**src/rtl/wl_fb_pkg.sv**
```systemverilog
package wl_fb_pkg;

    typedef enum logic [1:0] {
        WL_IDLE  = 2'd0,
        WL_WAIT  = 2'd1,
        WL_DRIVE = 2'd2,
        WL_EXIT  = 2'd3
    } wl_state_e;

    typedef struct packed {
        logic vld;
        logic lvl;
    } wl_sample_t;

    function automatic int wl_max(input int a, input int b);
        return (a > b) ? a : b;
    endfunction

    function automatic int wl_cnt_width(input int top);
        return (top < 2) ? 1 : $clog2(top);
    endfunction

endpackage

```
**src/rtl/wl_strobe_capture.sv**
```systemverilog
module wl_strobe_capture
    import wl_fb_pkg::*;
#(
    parameter int T_WLO = 6
) (
    input  logic clk,
    input  logic rst,
    input  logic dqs,
    input  logic ck_lvl,
    input  logic accept_ok,
    input  logic flush,
    output logic fb_bit
);

    logic       dqs_q;
    logic       strobe_rise;
    wl_sample_t stage [T_WLO];

    assign strobe_rise = dqs && !dqs_q;

    always_ff @(posedge clk) begin
        if (rst) begin
            dqs_q <= 1'b0;
        end else begin
            dqs_q <= dqs;
        end
    end

    always_ff @(posedge clk) begin
        if (rst || flush) begin
            stage[0] <= '0;
        end else begin
            stage[0].vld <= strobe_rise && accept_ok;
            stage[0].lvl <= ck_lvl;
        end
    end

    for (genvar i = 1; i < T_WLO; i++) begin : g_delay
        always_ff @(posedge clk) begin
            if (rst || flush) begin
                stage[i] <= '0;
            end else begin
                stage[i] <= stage[i-1];
            end
        end
    end

    always_ff @(posedge clk) begin
        if (rst || flush) begin
            fb_bit <= 1'b0;
        end else if (stage[T_WLO-1].vld) begin
            fb_bit <= stage[T_WLO-1].lvl;
        end
    end

endmodule

```
**src/rtl/wl_session_fsm.sv**
```systemverilog
module wl_session_fsm
    import wl_fb_pkg::*;
#(
    parameter int T_WLOE = 4,
    parameter int T_MOD  = 12
) (
    input  logic      clk,
    input  logic      rst,
    input  logic      lvl_en,
    input  logic      all_lanes,
    output wl_state_e state,
    output logic      mode_all,
    output logic      accept_ok,
    output logic      flush,
    output logic      drive_on
);

    localparam int CNT_TOP = wl_max(T_WLOE, T_MOD);
    localparam int CW      = wl_cnt_width(CNT_TOP);
    localparam logic [CW-1:0] OE_LOAD  = CW'(T_WLOE - 1);
    localparam logic [CW-1:0] MOD_LOAD = CW'(T_MOD - 1);

    logic [CW-1:0] cnt;

    always_ff @(posedge clk) begin
        if (rst) begin
            state    <= WL_IDLE;
            cnt      <= '0;
            mode_all <= 1'b0;
        end else begin
            unique case (state)
                WL_IDLE: begin
                    if (lvl_en) begin
                        state    <= WL_WAIT;
                        cnt      <= OE_LOAD;
                        mode_all <= all_lanes;
                    end
                end
                WL_WAIT: begin
                    if (!lvl_en) begin
                        state <= WL_EXIT;
                        cnt   <= MOD_LOAD;
                    end else if (cnt == '0) begin
                        state <= WL_DRIVE;
                    end else begin
                        cnt <= cnt - 1'b1;
                    end
                end
                WL_DRIVE: begin
                    if (!lvl_en) begin
                        state <= WL_EXIT;
                        cnt   <= MOD_LOAD;
                    end
                end
                WL_EXIT: begin
                    if (cnt == '0) begin
                        state <= WL_IDLE;
                    end else begin
                        cnt <= cnt - 1'b1;
                    end
                end
                default: state <= WL_IDLE;
            endcase
        end
    end

    assign accept_ok = lvl_en && (state != WL_EXIT);
    assign flush     = (state == WL_EXIT);
    assign drive_on  = (state == WL_DRIVE);

endmodule

```
**src/rtl/wl_lane_driver.sv**
```systemverilog
module wl_lane_driver #(
    parameter int LANES = 8,
    parameter int PRIME = 0
) (
    input  logic             fb_bit,
    input  logic             mode_all,
    input  logic             drive_on,
    output logic [LANES-1:0] lanes
);

    for (genvar i = 0; i < LANES; i++) begin : g_lane
        if (i == PRIME) begin : g_prime
            assign lanes[i] = drive_on && fb_bit;
        end else begin : g_other
            assign lanes[i] = drive_on && mode_all && fb_bit;
        end
    end

endmodule

```
**src/rtl/wl_feedback_responder.sv**
```systemverilog
module wl_feedback_responder
    import wl_fb_pkg::*;
#(
    parameter int LANES  = 8,
    parameter int PRIME  = 0,
    parameter int T_WLO  = 6,
    parameter int T_WLOE = 4,
    parameter int T_MOD  = 12
) (
    input  logic             clk,
    input  logic             rst,
    input  logic             dqs,
    input  logic             ck_lvl,
    input  logic             lvl_en,
    input  logic             all_lanes,
    output logic [LANES-1:0] dq,
    output logic             dq_oe
);

    wl_state_e state;
    logic      mode_all;
    logic      accept_ok;
    logic      flush;
    logic      drive_on;
    logic      fb_bit;

    wl_session_fsm #(
        .T_WLOE (T_WLOE),
        .T_MOD  (T_MOD)
    ) u_fsm (
        .clk       (clk),
        .rst       (rst),
        .lvl_en    (lvl_en),
        .all_lanes (all_lanes),
        .state     (state),
        .mode_all  (mode_all),
        .accept_ok (accept_ok),
        .flush     (flush),
        .drive_on  (drive_on)
    );

    wl_strobe_capture #(
        .T_WLO (T_WLO)
    ) u_cap (
        .clk       (clk),
        .rst       (rst),
        .dqs       (dqs),
        .ck_lvl    (ck_lvl),
        .accept_ok (accept_ok),
        .flush     (flush),
        .fb_bit    (fb_bit)
    );

    wl_lane_driver #(
        .LANES (LANES),
        .PRIME (PRIME)
    ) u_lanes (
        .fb_bit   (fb_bit),
        .mode_all (mode_all),
        .drive_on (drive_on),
        .lanes    (dq)
    );

    assign dq_oe = drive_on;

endmodule

```
**config.mk**
```make
export PLATFORM = sky130hd
export DESIGN_NAME = wl_feedback_responder
export DESIGN_NICKNAME = d
export VERILOG_FILES = /design/src/rtl/wl_fb_pkg.sv /design/src/rtl/wl_strobe_capture.sv /design/src/rtl/wl_session_fsm.sv /design/src/rtl/wl_lane_driver.sv /design/src/rtl/wl_feedback_responder.sv
export SDC_FILE = /design/constraint.sdc
export NUM_CORES = 1
export LEC_CHECK = 0
export BUFFER_PORTS_ARGS = -buffer_cell sky130_fd_sc_hd__buf_2
export CORE_AREA = 4 4 55 57
export DETAILED_ROUTE_END_ITERATION = 10
export DIE_AREA = 0 0 59 61
export HOLD_SLACK_MARGIN = 0.15
export PLACE_DENSITY = 0.55
export RECOVER_POWER = 100
export SLEW_MARGIN = 20
export SYNTH_ARGS = -nofsm -noshare
export SYNTH_HDL_FRONTEND = slang
export SYNTH_SLANG_ARGS = --single-unit
```
**constraint.sdc**
```tcl
create_clock -name clk -period 1.9 [get_ports clk]
set_input_delay 0 -clock clk [delete_from_list [all_inputs] [get_ports clk]]
set_output_delay 0 -clock clk [all_outputs]
set_load 0.01 [all_outputs]
```
==> results.json <==
{
  "status": "finished, final reports clean",
  "seq_area_frac_synth": 0.434,
  "wirelength_um": 1700,
  "clk_pin_slew_ps": 120,
  "syn_to_final_growth_pct": 14.0,
  "dieArea_um2": 3600,
  "r2r_cells": 5,
  "chipWidth_um": 59,
  "grt_pass1_wl_um": 2850,
  "setup_viol": 0,
  "hold_viol": 0,
  "avgViaCountPerCell": 4.73,
  "layout_min_cycle_time_ps": 1660,
  "routabilityCongestion": 0.758,
  "async_flop_share": 0,
  "die-height_um": 61,
  "relSlewSlack": 0.663,
  "rr_startpoint": "u_fsm.state[0]$_SDFFE_PP0P_",
  "synth_enable_flop_cells": 0,
  "io_pins": 15,
  "cts_root_buf": "clkbuf_4",
  "synth_flop_cell": "dfxtp_1",
  "skew_ps": 1.01,
  "cts_num_sinks": 21,
  "cts_buffers": 3,
  "reg2reg_setup_slack_ps": 240,
  "drt_iter0_drc": 15,
  "cts_resized": 0,
  "overflow": 0,
  "cap_viol_max_count": 0,
  "rows": 18,
  "io_buffers": 14,
  "clock.fmax_ghz": 0.603,
  "hp-start": "u_cap.stage[1][2]$_SDFF_PP0_",
  "ys_warn_count": 0,
  "worstHoldEndpoint": "u_cap.stage[2][0]$_SDFF_PP0_",
  "wl_per_cell_um": 11.6,
  "cts_tree": "yes",
  "grtUsageTotal": 0.107,
  "antenna_found_initial": 0,
  "min_path_type": "reg2reg",
  "synthesis.area_um2": 968,
  "n_antenna_cell": 0,
  "crit_required_ps": 2140,
  "path_max_fanout": 5,
  "initial_core_util": 0.391,
  "h-tree-depth": 1,
  "slew_viol_final": 0,
  "leakage_nw": 0.429,
  "dr.pass1.iters": 5,
  "period_share": 0.873,
  "power_density_nw_per_um2": 1360,
  "grt_max_degree": 13,
  "grt_pass1_vias": 658,
  "crit_path_start_kind": "register",
  "synth-seq-cells": 21,
  "remaining_drc_errors": 0,
  "min_path_cells": 1,
  "drtAntennaViolNets": 0,
  "post-dp-hpwl_um": 1240,
  "fillCellCount": 264,
  "fin_nets": 130,
  "ir_worst_vdd_mv": 0.622,
  "clock_latency_ps": 300,
  "rsz0062_at_grt": "false",
  "critPathKind": "reg2reg",
  "syn_nets": 113,
  "tns_ps": 0,
  "end_kind": "register",
  "tightest_slew_ps": 504,
  "drive_above_1_share": 0.103,
  "crit_arrival_ps": 1900,
  "avgSynthCellArea_um2": 9.59,
  "synth_cells": 101,
  "core_um2": 2480,
  "synth_cell_types": 31,
  "r2r_end": "u_fsm.mode_all$_SDFFE_PP0P_",
  "vias": 696,
  "hold_ws_ps": 438,
  "clockBufferDepth": 2
}
[synthesized netlist by cell type, types with 2 or more instances]
cell	number	share of area
a211oi_1	2	0.015
a21oi_1	5	0.026
and2_1	12	0.078
and3_1	2	0.013
buf_4	6	0.047
clkbuf_1	2	0.0078
dfxtp_1	21	0.43
ha_1	6	0.078
inv_1	5	0.019
mux2i_1	2	0.021
nand2_1	3	0.012
nor2_1	10	0.039
nor2b_1	3	0.019
nor3_1	4	0.021
o21a_1	2	0.015
[per-layer routing]
metal  track usage  vias to the layer above  wire (um)
li1              -                      367          -
met5             0                        -          0
met4        0.0583                        0         16
met3        0.0319                        2        104
met2         0.158                       15        712
met1         0.139                      312        871
[worst max path at each step]
| stage | from | to | slack, ps | cells past startpoint |
|---|---|---|---|---|
| detailed placement | u_fsm.cnt[0]$_SDFFE_PP0P_ | u_fsm.cnt[1]$_SDFFE_PP0P_ | 260 | 6 |
| CTS | u_fsm.state[0]$_SDFFE_PP0P_ | u_fsm.mode_all$_SDFFE_PP0P_ | 240 | 5 |
| global route | u_fsm.cnt[1]$_SDFFE_PP0P_ | u_fsm.state[0]$_SDFFE_PP0P_ | 80 | 6 |
| finish | u_fsm.state[0]$_SDFFE_PP0P_ | u_fsm.mode_all$_SDFFE_PP0P_ | 240 | 5 |
| global placement | u_fsm.cnt[0]$_SDFFE_PP0P_ | u_fsm.cnt[1]$_SDFFE_PP0P_ | 300 | 6 |
| floorplan | u_fsm.state[0]$_SDFFE_PP0P_ | u_fsm.state[0]$_SDFFE_PP0P_ | 450 | 6 |
[logic make-up (layout without fill, tap and decap cells)]
group | Yosys count | after routing | synth area share
multiplexers | 3 | 3 | 0.0439
buffers and inverters | 14 | 30 | 0.0788
flip-flops | 21 | 21 | 0.434
AO/OA/AOI/OAI | 17 | 17 | 0.127
AND/OR/NAND/NOR | 40 | 40 | 0.239
adder cells (fa/ha/maj) | 6 | 6 | 0.0775
[state kept, by name, summed over array words and instances (netlist names)]
signal	count
u_fsm.state	2
u_cap.dqs_q	1
u_fsm.cnt	4
u_fsm.mode_all	1
u_cap.fb_bit	1
u_cap.stage	12
[cells in the final DEF, fill, tap and decap left out, types with 2 or more instances in the layout]
cell and count:
dfxtp_1 21, nor2_1 10, clkbuf_1 10, and2_0 9, dlygate4sd3_1 7, ha_1 6
inv_1 5, a21oi_1 5, nor3_1 4, buf_2 4, and2_1 3, nor2b_1 3
nand2_1 3, clkbuf_4 3, and3_1 2, o21a_1 2, a211oi_1 2, mux2i_1 2
[layout make-up]
type                    instances  area, um2  area share
multi-input cells              66        472       0.427
flip-flops and latches         21        420       0.381
repair buffers                 21        128       0.116
well taps                      30       37.5      0.0340
clock buffers                   3       22.5      0.0204
inverters                       5       18.8      0.0170
clock inverters                 1       5.00     0.00454
[where the power goes]
| group | internal [W] | total [W] | switching [W] |
|---|---|---|---|
| logic | 0.000326 | 0.000730 | 0.000404 |
| clock network | 0.0000784 | 0.000214 | 0.000136 |
| registers | 0.000501 | 0.000557 | 0.0000558 |
[repair_timing]
action	4_1_cts	5_1_grt
hold buffers	7	0
hold endpoints to repair	11	0
buffers inserted	0	0
setup endpoints to repair	0	0
[critical path: stages (launching register included)]
cell and delay (ps):
dfxtp_1 350, inv_1 140, ha_1 310, nand3_1 100, dlygate4sd3_1 560, a21oi_1 130
[stage by stage]
step	area [um2]	cells	total power [W]	utilization	worst slack [ps]
6_report	1100	147	0.00150	0.445	240
5_1_grt	1100	147	0.00163	0.445	81.1
4_1_cts	1120	147	0.00151	0.451	243
3_5_place_dp	1020	136	0.00128	0.411	259
3_3_place_gp	1020	136	0.00127	0.411	295
2_1_floorplan	968	101	0.00114	-	453
(Power assumes the default switching activity.)
